### config.mk
export PLATFORM = sky130hd
export DESIGN_NAME = cfg_word_loader
export DESIGN_NICKNAME = d
export VERILOG_FILES = /design/src/rtl/cfgl_pkg.sv /design/src/rtl/cfgl_sync.sv /design/src/rtl/cfgl_frame_rx.sv /design/src/rtl/cfgl_power_seq.sv /design/src/rtl/cfg_word_loader.sv
export SDC_FILE = /design/constraint.sdc
export NUM_CORES = 1
export LEC_CHECK = 0
export BUFFER_PORTS_ARGS = -buffer_cell sky130_fd_sc_hd__buf_2
export CAP_MARGIN = 40
export CELL_PAD_IN_SITES_DETAIL_PLACEMENT = 2
export CELL_PAD_IN_SITES_GLOBAL_PLACEMENT = 2
export CORE_UTILIZATION = 36
export CTS_BUF_LIST = sky130_fd_sc_hd__clkbuf_4 sky130_fd_sc_hd__clkbuf_8
export DETAILED_ROUTE_END_ITERATION = 16
export PLACE_DENSITY = 0.86
export SLEW_MARGIN = 40
export SYNTH_ARGS = -nofsm -noshare
export SYNTH_HDL_FRONTEND = slang
export SYNTH_SLANG_ARGS = --single-unit
### constraint.sdc
create_clock -name clk -period 2.3 [get_ports clk]
set_clock_uncertainty 0.1 [all_clocks]
set_input_delay 0.115 -clock clk [delete_from_list [all_inputs] [get_ports clk]]
set_output_delay 0.115 -clock clk [all_outputs]
set_load 0.1 [all_outputs]
### src/rtl/cfgl_pkg.sv
// Package: shared state type and option word field positions for the
// serial option word loader.
package cfgl_pkg;

    // Power sequencer states.
    typedef enum logic [2:0] {
        PS_OFF   = 3'd0,
        PS_START = 3'd1,
        PS_READY = 3'd2,
        PS_RUN   = 3'd3,
        PS_FAULT = 3'd4
    } pwr_state_t;

    // Field positions inside the committed word (option bit n at bit n-1).
    localparam int PWR_BIT      = 0;  // power-up request
    localparam int SHORT_EN_BIT = 4;  // short protection enable

endpackage

### src/rtl/cfgl_sync.sv
// Module: cfgl_sync
// Multi-stage synchroniser for a bundle of independent asynchronous
// single-bit inputs. Assumes each bit is quasi-static relative to clk
// (no multi-bit coherency is provided or needed).
module cfgl_sync #(
    parameter int WIDTH  = 3,
    parameter int STAGES = 2
) (
    input  logic             clk,
    input  logic             rst_n,
    input  logic [WIDTH-1:0] d_in,
    output logic [WIDTH-1:0] d_out
);

    logic [WIDTH-1:0] stg [STAGES];

    // First stage: capture the raw asynchronous inputs.
    always_ff @(posedge clk) begin
        if (!rst_n) stg[0] <= '0;
        else        stg[0] <= d_in;
    end

    // Remaining stages: one flop per stage, built from the parameter.
    for (genvar k = 1; k < STAGES; k++) begin : g_stage
        always_ff @(posedge clk) begin
            if (!rst_n) stg[k] <= '0;
            else        stg[k] <= stg[k-1];
        end
    end

    assign d_out = stg[STAGES-1];

endmodule

### src/rtl/cfgl_frame_rx.sv
// Module: cfgl_frame_rx
// Detects the frame start (data rise while serial clock high). In config
// mode it shifts bits on serial clock rises, least significant option
// bit first, and commits the word in one step on the final edge.
// Assumes sclk_s/sdat_s are already synchronised to clk.
module cfgl_frame_rx #(
    parameter int OPT_BITS = 31,
    parameter int RSV_BITS = 4
) (
    input  logic              clk,
    input  logic              rst_n,
    input  logic              sclk_s,
    input  logic              sdat_s,
    output logic              cfg_mode,
    output logic [OPT_BITS:0] opt_word,
    output logic              commit
);

    localparam int CNT_W = $clog2(OPT_BITS + 1);
    localparam logic [CNT_W-1:0] LAST = CNT_W'(OPT_BITS);

    // Mask clearing the reserved top option bits on commit.
    function automatic logic [OPT_BITS-1:0] keep_mask();
        logic [OPT_BITS-1:0] m;
        for (int i = 0; i < OPT_BITS; i++) m[i] = (i < OPT_BITS - RSV_BITS);
        return m;
    endfunction
    localparam logic [OPT_BITS-1:0] KEEP = keep_mask();

    logic                sclk_q, sdat_q;
    logic                sclk_rise, sdat_rise, frame_start;
    logic [CNT_W-1:0]    cnt;
    logic [OPT_BITS-1:0] sh;

    // Delayed copies of the synchronised lines for edge detection.
    always_ff @(posedge clk) begin
        if (!rst_n) begin
            sclk_q <= 1'b0;
            sdat_q <= 1'b0;
        end else begin
            sclk_q <= sclk_s;
            sdat_q <= sdat_s;
        end
    end

    // Edge decode; a data rise under a high clock is a frame start.
    always_comb begin
        sclk_rise   = sclk_s & ~sclk_q;
        sdat_rise   = sdat_s & ~sdat_q;
        frame_start = sdat_rise & sclk_s;
    end

    // Frame state: mode flag, bit counter and shift register.
    always_ff @(posedge clk) begin
        if (!rst_n) begin
            cfg_mode <= 1'b0;
            cnt      <= '0;
            sh       <= '0;
        end else if (frame_start) begin
            cfg_mode <= 1'b1;
            cnt      <= '0;
            sh       <= '0;
        end else if (cfg_mode && sclk_rise) begin
            if (cnt == LAST) begin
                cfg_mode <= 1'b0;
                cnt      <= '0;
            end else begin
                sh  <= {sdat_s, sh[OPT_BITS-1:1]};
                cnt <= cnt + 1'b1;
            end
        end
    end

    // Committed register: copied in one step on the final clock edge.
    always_ff @(posedge clk) begin
        if (!rst_n) begin
            opt_word <= '0;
            commit   <= 1'b0;
        end else begin
            commit <= 1'b0;
            if (!frame_start && cfg_mode && sclk_rise && cnt == LAST) begin
                opt_word <= {1'b0, sh & KEEP};
                commit   <= 1'b1;
            end
        end
    end

endmodule

### src/rtl/cfgl_power_seq.sv
// Module: cfgl_power_seq
// Start-up sequencer. On a commit that requests power while the analog
// side is down, it waits for the receiver to settle, checks for a short
// (when protection is on), then emits a READY_CYC-cycle ready pulse and
// runs. Assumes rx_settled and short_det are already in the clk domain.
module cfgl_power_seq
    import cfgl_pkg::*;
#(
    parameter int READY_CYC = 1356
) (
    input  logic clk,
    input  logic rst_n,
    input  logic commit,
    input  logic pwr_req,
    input  logic short_en,
    input  logic en_s,
    input  logic rx_settled,
    input  logic short_det,
    output logic running,
    output logic dout,
    output logic dout1
);

    localparam int CW = $clog2(READY_CYC + 1);
    localparam logic [CW-1:0] LOAD = CW'(READY_CYC - 1);

    pwr_state_t     state;
    logic [CW-1:0]  tmr;

    // State transitions; a commit takes priority over everything else.
    always_ff @(posedge clk) begin
        if (!rst_n) begin
            state <= PS_OFF;
            tmr   <= '0;
        end else if (commit) begin
            if (!pwr_req)                   state <= PS_OFF;
            else if (state == PS_RUN && en_s) state <= PS_RUN;
            else                            state <= PS_START;
        end else begin
            unique case (state)
                PS_START: begin
                    if (short_en && short_det) begin
                        state <= PS_FAULT;
                    end else if (en_s && rx_settled) begin
                        state <= PS_READY;
                        tmr   <= LOAD;
                    end
                end
                PS_READY: begin
                    if (!en_s)          state <= PS_START;
                    else if (tmr == '0) state <= PS_RUN;
                    else                tmr   <= tmr - 1'b1;
                end
                default: ;
            endcase
        end
    end

    // Output decode from the registered state.
    always_comb begin
        running = (state == PS_RUN);
        dout    = (state == PS_READY);
        dout1   = (state == PS_FAULT);
    end

endmodule

### src/rtl/cfg_word_loader.sv
// Module: cfg_word_loader (top)
// Two-wire option word loader whose data line doubles as the field
// modulation request in normal mode, plus the start-up/ready sequencer.
// Assumes clk is the reference clock and ser_clk is much slower than it.
module cfg_word_loader
    import cfgl_pkg::*;
#(
    parameter int OPT_BITS    = 31,
    parameter int RSV_BITS    = 4,
    parameter int SYNC_STAGES = 2,
    parameter int READY_CYC   = 1356
) (
    input  logic              clk,
    input  logic              rst_n,
    input  logic              ser_clk,
    input  logic              ser_data,
    input  logic              en,
    input  logic              short_det,
    input  logic              rx_settled,
    output logic [OPT_BITS:0] opt_word,
    output logic              cfg_mode,
    output logic              mod_req,
    output logic              dout,
    output logic              dout1
);

    logic [2:0] raw_in, sync_out;
    logic       sclk_s, sdat_s, en_s;
    logic       commit, running;

    assign raw_in = {en, ser_data, ser_clk};
    assign {en_s, sdat_s, sclk_s} = sync_out;

    cfgl_sync #(.WIDTH(3), .STAGES(SYNC_STAGES)) u_sync (
        .clk   (clk),
        .rst_n (rst_n),
        .d_in  (raw_in),
        .d_out (sync_out)
    );

    cfgl_frame_rx #(.OPT_BITS(OPT_BITS), .RSV_BITS(RSV_BITS)) u_rx (
        .clk      (clk),
        .rst_n    (rst_n),
        .sclk_s   (sclk_s),
        .sdat_s   (sdat_s),
        .cfg_mode (cfg_mode),
        .opt_word (opt_word),
        .commit   (commit)
    );

    cfgl_power_seq #(.READY_CYC(READY_CYC)) u_seq (
        .clk        (clk),
        .rst_n      (rst_n),
        .commit     (commit),
        .pwr_req    (opt_word[PWR_BIT]),
        .short_en   (opt_word[SHORT_EN_BIT]),
        .en_s       (en_s),
        .rx_settled (rx_settled),
        .short_det  (short_det),
        .running    (running),
        .dout       (dout),
        .dout1      (dout1)
    );

    // Modulation request: data line only in normal, enabled, running mode.
    always_comb mod_req = sdat_s & ~cfg_mode & en_s & running;

endmodule

; Yosys cells after proc, flatten, opt, wreduce, memory -nomap -nowiden
; Memory sizes are Yosys's and may differ from the RTL's.
; Cells that the tools add are included.
[word_totals]
elab_cells = 77
inputBits = 7
ramBits = 6
n_memories = 1
output_inout_bits = 36
ff_bits = 81
[mem_list]
columns = name, words, word_bits, rd, rd_ports_with_merged_regs, write_ports, line_no
row1 = u_sync.stg, 2, 3, 2, 0, 2, cfgl_sync.sv:15  ; logic [WIDTH-1:0] stg [STAGES];
[classes]
mux = 22
bitwise_logic = 14
add_sub_neg = 2
eq_ne = 11
reduce_logical = 18
[ops]
columns = op, count
row1 = $mux 11, 4
row2 = $mux 3, 8
row3 = $pmux 11 s2, 1
row4 = $logic_not 11->1, 1
row5 = $sub 11x1->11 const B, 1
row6 = $ne 4x2->1 const B, 2
row7 = $logic_and 1x1->1, 7
row8 = $and 1x1->1, 6
row9 = $eq 3x2->1 const B, 2
row10 = $mux 1, 6
row11 = $not 1->1, 6
row12 = $pmux 3 s2, 1
row13 = $reduce_and 6->1, 1
row14 = $reduce_bool 2->1, 3
row15 = $add 5x1->5 const B, 1
row16 = $eq 5x5->1 const B, 1
row17 = $mux 5, 1
row18 = $ne 2x1->1 const B, 2
row19 = $ne 2x2->1 const B, 2
row20 = $reduce_and 2->1, 2
row21 = $eq 3x1->1 const B, 1
row22 = $eq 3x3->1 const B, 1
row23 = $reduce_and 3->1, 1
row24 = $reduce_bool 3->1, 1
row25 = 4 further kinds, 5

; Depth between registers and ports, before layout
; Gate-level depths: netlist (run 1).
[logic_depth]
depth_word = 8
mapped_depth = 9
ltp_nobuf = 8

; Modules after synthesis
; A second synthesis (run 1) with hierarchy kept.
[unflattened]
hier_cells = 434
hier_area_um2 = 3718.6
[by_module_without_submodules]
columns = mod, cells_per_inst, area_per_inst_um2, seq_area_each_um2, instances
row1 = cfgl_frame_rx, 313, 2652.5, 1341.3, 1
row2 = cfgl_power_seq, 108, 898.4, 280.3, 1
row3 = cfgl_sync, 12, 157.7, 120.1, 1
row4 = cfg_word_loader, 1, 10.0, 0.0, 1

; Worst setup path before layout (run 1)
; OpenSTA, ideal clock, no wires.
[synth_timing]
path_kind = register to output
from = reg u_rx.cfg_mode
to = out mod_req
required_ps = 2085
path_stages_with_launch = 2
t_arrival_ps = 3009
path_buffers = 0
slack_ps = -924
cell_sequence = dfxtp_1 -> nor3b_1
[synth_via]
elab_chain_cells = 4
[synth_lines]
columns = item, line_no
row1 = start: declaration, cfgl_frame_rx.sv:14  ; output logic cfg_mode,
row2 = start signal: assignment, cfgl_frame_rx.sv:56  ; cfg_mode <= 1'b0;
row3 = start signal: assignment, cfgl_frame_rx.sv:60  ; cfg_mode <= 1'b1;
row4 = start signal: assignment, cfgl_frame_rx.sv:65  ; cfg_mode <= 1'b0;
row5 = $not 1->1, cfg_word_loader.sv:66  ; always_comb mod_req = sdat_s & ~cfg_mode & en_s & running;
row6 = $and 1x1->1 (3 in series), cfg_word_loader.sv:66
row7 = end: declaration, cfg_word_loader.sv:22  ; output logic mod_req,
; No other way between the ends.

==> flow_summary.toml, run 1 <==
[grt]
gr-total-overflow = 0
grt_start_max_net_pins = 33
met2_usage_pct = 40.77
grt_pass1_vias = 3234
grt_most_used_layer = "met2"
grt_first_pass_wirelength_um = 17420
antenna_found_initial = 0
grt.met1_usage_pct = 27.51
grt_util_met3_pct = 4.919
globalRouteTotalUtil_pct = 22.97

[worst_setup_path]
worstReg2RegStart = "u_seq.state[0]"
crit_path_cell_trace = "nor2b_1 > nand3_1 > nor3b_2 > buf_2"
setup_crit_end_kind = "output pin"
slowest_stage = "dfxtp_1"
worst-path-buf-inv = 1
critPathKind = "register to output pin"
setup.reg_to_reg.worst_slack_ns = 0.12
crit_arrival_ns = 2.01
timing.critical_path.slowest_cell_delay_ns = 0.48
critical_path.reg2reg.endpoint = "u_seq.tmr[9]"
critical-path-top-delay-family = "simple AND/OR/NAND/NOR gates"
reg2reg_depth = 5
critical_path_required_ns = 2.09
timing.critical_path.from_type = "register"
cp_num_cells = 4
worst-path-max-fanout = 6
worstSetupStartpoint = "u_sync.stg[1][2]"
setup.worst_path.end = "mod_req"

[logic_synthesis]
netlist_instances = 381
main_flop_type_after_synthesis = "dfxtp_1"
synthDistinctLibCells = 48
count_of_flip_flops_with_a_built_in_enable_after_synthesis = 0
ys_seq_elements = 87
synth_sequential_area_ratio_pct = 51.27
postSynthAreaPerCell_um2 = 8.916
yosysWarningCount = 0
postSynth.asyncResetShare_pct = 0
post_synth_instance_area_mm2 = 0.003397

[sta]
final-hold-violation-count = 0
maxSlewViolCount = 0
clock.fmax_mhz = 448.7
timing.slew.headroom_pct = 50.03
finalHoldWorstSlack_ns = 0.04667
fin_setup_tns_ns = 0
layout_worst_path_cycle_share_pct = 96.90
final-setup-viol-count = 0
min_period_ns = 2.229
fin_ws_ns = 0.07124
tightest_slew_ns = 0.7488
rsz_0062_raised_after_global_routing = "no"

[routing]
drt_pass1_iterations = 4
drt.antenna.violating_nets = 0
drc_errors = 0
drt-total-wl_um = 10800
routed-via-count = 2945
drc_marker_count_from_the_first_detailed_route_iteration = 83
detail_route.wl_per_cell_um = 20.19
avgViaCountPerCell = 5.505

[power]
fin_total_pwr_mw = 2.746
cellLeakagePower_nw = 1.536
ir_drop_uv = 292.4
pwr_density_cell_mw_per_mm2 = 696.0

[clock_tree]
clock_tree.root_cell = "clkbuf_8"
post_cts_resized = 0
level_count_of_the_clock_h_tree = 3
tritoncts = "yes"
clk_path_buf_depth = 2
clk_pin_slew_ns = 0.09
cts_post_setup_buffers_inserted = 0
clock_sink_count = 87
clk-insertion-delay-late_ns = 0.37
cts_inserted_buffers = 9

[worst_hold_path]
hold_path_depth = 3
hold_path_class = "input pin to register"

[floorplan]
chipWidth_um = 99.14
cell_row_count = 35
io_pins = 43
placeableCoreArea_mm2 = 0.009196
die-area_mm2 = 0.009829
die_height_um = 99.14
start_util_pct = 36.94

[placed_design]
buffer_ports.inserted = 37
placed_cells_incl_taps = 515
preCtsSetupSlack_ns = 0.1413
detailed_placement_wirelength_estimate_um = 6635
place_congestion = 0.7879

[finish]
final_cells = 535
areaGrowthSynthToFinish_pct = 16.13
design.final.nets = 429
fill_cell_total_of_the_finished_layout = 1017
num_antenna_cells = 0
drive_above_1_share_pct = 18.87

[outcome]
result_of_the_run = "complete, no violations"

[flow_run]
reported_max_cap_violation_count = 0
per-layer routing:
metal	vias to the layer above	part of all wire, %
met4	0	1.9
li1	1378	-
met1	1493	43
met2	57	51
met3	17	3.4
met5	-	0
per-stage QoR:
| step | cell area [um^2] | util (%) |
|---|---|---|
| 2_1_floorplan | 3423 | - |
| 3_3_place_gp | 3697 | 40.20 |
| 3_5_place_dp | 3700 | 40.23 |
| 4_1_cts | 3945 | 42.90 |
| 5_1_grt | 3945 | 42.90 |
| 6_report | 3945 | 42.90 |
what timing repair did:
item	in CTS	in global routing
endpoints found under the hold margin	4	0
setup endpoints to repair	0	0
hold buffers	4	0
sequential cells by signal, summed over array words and instances, names as in the netlist, 3 cells and up:
register and count:
u_rx.cnt 5, u_rx.sh 31, u_seq.state 3, u_seq.tmr 11, u_sync.stg 6, u_rx.opt_word 27
worst min-delay path, cell delays in order:
cell and delay [ns]:
buf_2 0.13, nand4_2 0.12, a21oi_1 0.09
cells in the mapped netlist, types with 2 or more instances:
cell type | count | area, um^2
ha_1 | 3 | 37.54
and2_1 | 8 | 50.05
dfxtp_1 | 87 | 1742
or4_1 | 2 | 15.01
o21ai_1 | 2 | 10.01
a22o_1 | 16 | 140.1
and3_1 | 4 | 25.02
nand3b_1 | 4 | 30.03
a31oi_1 | 4 | 25.02
nand2_1 | 71 | 266.5
nand2b_1 | 2 | 12.51
nor3b_1 | 3 | 22.52
mux2i_1 | 11 | 110.1
nand4_1 | 4 | 25.02
nor4_1 | 2 | 12.51
buf_2 | 2 | 10.01
or3_1 | 3 | 18.77
or3b_1 | 2 | 17.52
nand3_1 | 6 | 30.03
a41oi_1 | 2 | 17.52
nor2_1 | 28 | 105.1
buf_4 | 11 | 82.58
a21oi_1 | 45 | 225.2
nor3_1 | 3 | 15.01
clkbuf_1 | 15 | 56.30
nor3_2 | 3 | 30.03
inv_1 | 6 | 22.52
o21ai_0 | 9 | 45.04
nor2b_1 | 4 | 25.02
cells in the final DEF (no fill, tap or decap), drive strengths merged, types with 2 or more instances in the layout:
cell         synthesis  routed
a41oi                2       2
nor3                 6       6
buf                 14      48
nor2                28      28
nor4                 2       2
nand3b               4       4
nor2b                4       4
a31oi                4       4
conb                 1       5
nand2b               2       2
dfxtp               87      87
ha                   3       3
clkbuf              15       9
or3b                 2       2
clkinv               0       4
or3                  3       3
nand4                5       5
a22o                16      16
a21oi               45      45
nor3b                4       4
inv                  7       8
nand3                6       6
dlygate4sd3          0       4
and3                 4       4
nand2               72      72
mux2i               11      11
or4                  3       3
and2                 8       8
o21ai               11      11
a211oi               2       2
cells by family (layout without fill, tap and decap cells):
logic type	count (synthesis)	count (layout)	synth area share (%)
AO/OA/AOI/OAI	87	87	16.02
other	1	5	0.1104
multiplexers	11	11	3.241
AND/OR/NAND/NOR	156	156	22.76
adder cells (fa/ha/maj)	3	3	1.105
flip-flops	87	87	51.27
buffers and inverters	36	75	5.488
area by class of cell:
cell class | instances | area (um^2) | share of cell area (%)
Sequential cell | 87 | 1743 | 44.18
Inverter | 7 | 26.28 | 0.6660
Clock inverter | 7 | 81.33 | 2.062
Clock buffer | 9 | 123.9 | 3.140
Timing Repair Buffer | 52 | 332.8 | 8.436
Tap cell | 111 | 138.9 | 3.520
Multi-Input combinational cell | 262 | 1499 | 38.00
worst min-delay path by stage:
stage / startpoint / to / slack, ns
floorplan: ser_clk / u_sync.stg[0][0] / 0.14
global placement: ser_data / u_sync.stg[0][1] / 0.23
detailed placement: ser_data / u_sync.stg[0][1] / 0.24
CTS: rx_settled / u_seq.tmr[10] / 0.04
global route: rx_settled / u_seq.tmr[8] / 0.05
finish: rx_settled / u_seq.tmr[10] / 0.05
report_power, final:
| part | internal, mW | switching, mW | total (mW) |
|---|---|---|---|
| Clock | 0.514 | 0.618 | 1.13 |
| Combinational | 0.0190 | 0.0785 | 0.0974 |
| Sequential | 1.51 | 0.00497 | 1.52 |
(Power assumes the default switching activity.)
==> inputs of run 2 (changes only) <==
CELL_PAD_IN_SITES_DETAIL_PLACEMENT = not set   (was 2)
CELL_PAD_IN_SITES_GLOBAL_PLACEMENT = not set   (was 2)
CORE_UTILIZATION = 50   (was 36)
PLACE_DENSITY = 0.76   (was 0.86)
==> run 2 against run 1 <==
The flow now finishes with violations (design-rule violations). Fmax up 5.9%. Core utilization increased by 17 points. Non-clock buffer count up 3. Flip-flop and latch count unchanged. Sequential share of layout area up 0.84 points. Register-to-register slack improved by 0.09 ns. Design area fell by 1.9%. Sequential power barely moved. Global-route usage shrank 3.4 points. Critical path type unchanged. Critical endpoint is now dout.
==> flow_summary.toml, run 2 (synthesized netlist as in run 1, its figures left out) <==
[power]
pwr_density_cell_mw_per_mm2 = 656.3
ir_drop_uv = 559.1
cellLeakagePower_nw = 1.512

[flow_run]
reported_max_cap_violation_count = 0

[grt]
grt_pass1_vias = 2486
antenna_found_initial = 0
globalRouteTotalUtil_pct = 19.56
grt_start_max_net_pins = 27
grt_first_pass_wirelength_um = 11100
gr-total-overflow = 0

[floorplan]
die_height_um = 84.43
placeableCoreArea_mm2 = 0.006459
chipWidth_um = 84.43
io_pins = 43
cell_row_count = 29
start_util_pct = 52.60
die-area_mm2 = 0.007128

[clock_tree]
clock_tree.root_cell = "clkbuf_8"
clk-insertion-delay-late_ns = 0.35
tritoncts = "yes"
cts_post_setup_buffers_inserted = 0
clk_pin_slew_ns = 0.08
post_cts_resized = 0
clock_sink_count = 87
cts_inserted_buffers = 9
level_count_of_the_clock_h_tree = 3
clk_path_buf_depth = 2

[finish]
biggestRegsByFlops = "u_rx.sh: 31 flops, u_rx.opt_word: 27 flops, u_seq.tmr: 11 flops"
areaGrowthSynthToFinish_pct = 13.96
largest_register = "u_rx.sh"
design.final.nets = 432
drive_above_1_share_pct = 18.78
num_antenna_cells = 0
final_cell_mix = "dfxtp_1 (86), nand2_1 (71), a21oi_1 (45), buf_2 (37), nor2_1 (26)"
max_reg_flops = 31
final_area_mm2 = 0.003871
layout_commonest_cell = "dfxtp_1"

[worst_setup_path]
worst-path-max-fanout = 10
crit_arrival_ns = 1.89
critical_path_required_ns = 2.09
timing.critical_path.from_type = "register"
critPathKind = "register to output pin"
setup_crit_end_kind = "output pin"

[routing]
drt.antenna.violating_nets = 0
drc_errors = 7
drt_pass1_iterations = 11
routed-via-count = 2725
avgViaCountPerCell = 5.417
drt-total-wl_um = 6631
detail_route.wl_per_cell_um = 13.18
drc_marker_count_from_the_first_detailed_route_iteration = 192

[sta]
timing.slew.headroom_pct = 56.83
clock.fmax_mhz = 475.3
layout_worst_path_cycle_share_pct = 91.47
tightest_slew_ns = 0.6469
maxSlewViolCount = 0
rsz_0062_raised_after_global_routing = "no"
final-hold-violation-count = 0
final-setup-viol-count = 0
min_period_ns = 2.104
fin_setup_tns_ns = 0

[outcome]
result_of_the_run = "finished with violations"
violations = "design-rule violations"

[placed_design]
place_congestion = 0.8268
placed_cell_area_mm2 = 0.003640
detailed_placement_wirelength_estimate_um = 4395
buffer_ports.inserted = 37

[worst_hold_path]
hold_path_class = "register to register"
==> run 2: cell count changes in the layout (fill, tap and decap cells not counted) <==
cell           delta
dlygate4sd3_1     +2
buf_4             +3
buf_12            -2
bufinv_16         -1
clkinvlp_4        +3
clkinv_4          -3
==> run 2: final timing paths <==
check | startpoint | end | slack [ns] | cells after the start
setup reg to reg | u_seq.tmr[0] | u_seq.tmr[3] | 0.21 | 7
hold / removal | u_sync.stg[0][2] | u_sync.stg[1][2] | 0.34 | 1
hold reg to reg | u_sync.stg[0][2] | u_sync.stg[1][2] | 0.34 | 1
setup / recovery | u_seq.state[1] | dout | 0.20 | 3
==> run 2: final cells by class <==
type	count	area, um^2
Clock buffer	9	123.9
Clock inverter	6	47.55
Fill cell	581	2587
Inverter	7	26.28
Multi-Input combinational cell	262	1499
Sequential cell	87	1743
Tap cell	77	96.34
Timing Repair Buffer	55	335.3
==> run 2: power breakdown <==
part	internal (mW)	leakage, nW	total, mW	switching (mW)
registers	1.51	0.702	1.51	0.00386
clock network	0.391	0.0739	0.936	0.545
logic	0.0199	0.736	0.0902	0.0704
total	1.92	1.51	2.54	0.619
==> run 2: repair_timing <==
action | CTS | global route
hold buffers | 6 | 0
setup endpoints to repair | 0 | 0
hold endpoints to repair | 6 | 0
==> run 2: critical path, stage by stage (launching register included) <==
cell	delay (ns)
dfxtp_1	0.50
or3b_1	0.50
inv_2	0.11
buf_2	0.42
==> run 2: through the flow <==
stage	std cells	hold WS (ns)	setup slack, ns	util, %	power [mW]
final	503	0.3401	0.1961	59.94	2.541
after global routing	503	0.3689	0.07928	59.94	2.633
after CTS	503	0.3463	0.1885	59.94	2.562
after detailed placement	482	0.2310	0.2417	56.35	1.633
after global placement	482	0.2259	0.08280	56.32	1.631
after floorplan	385	0.1423	0.2124	-	1.621
==> run 2: layer usage <==
metal | up-vias | GRT usage [%] | wire, um
met5 | - | 0 | 0
met4 | 0 | 7.242 | 93
met3 | 9 | 5.605 | 284
met2 | 58 | 32.34 | 3036
met1 | 1269 | 24.43 | 3217
li1 | 1389 | - | -
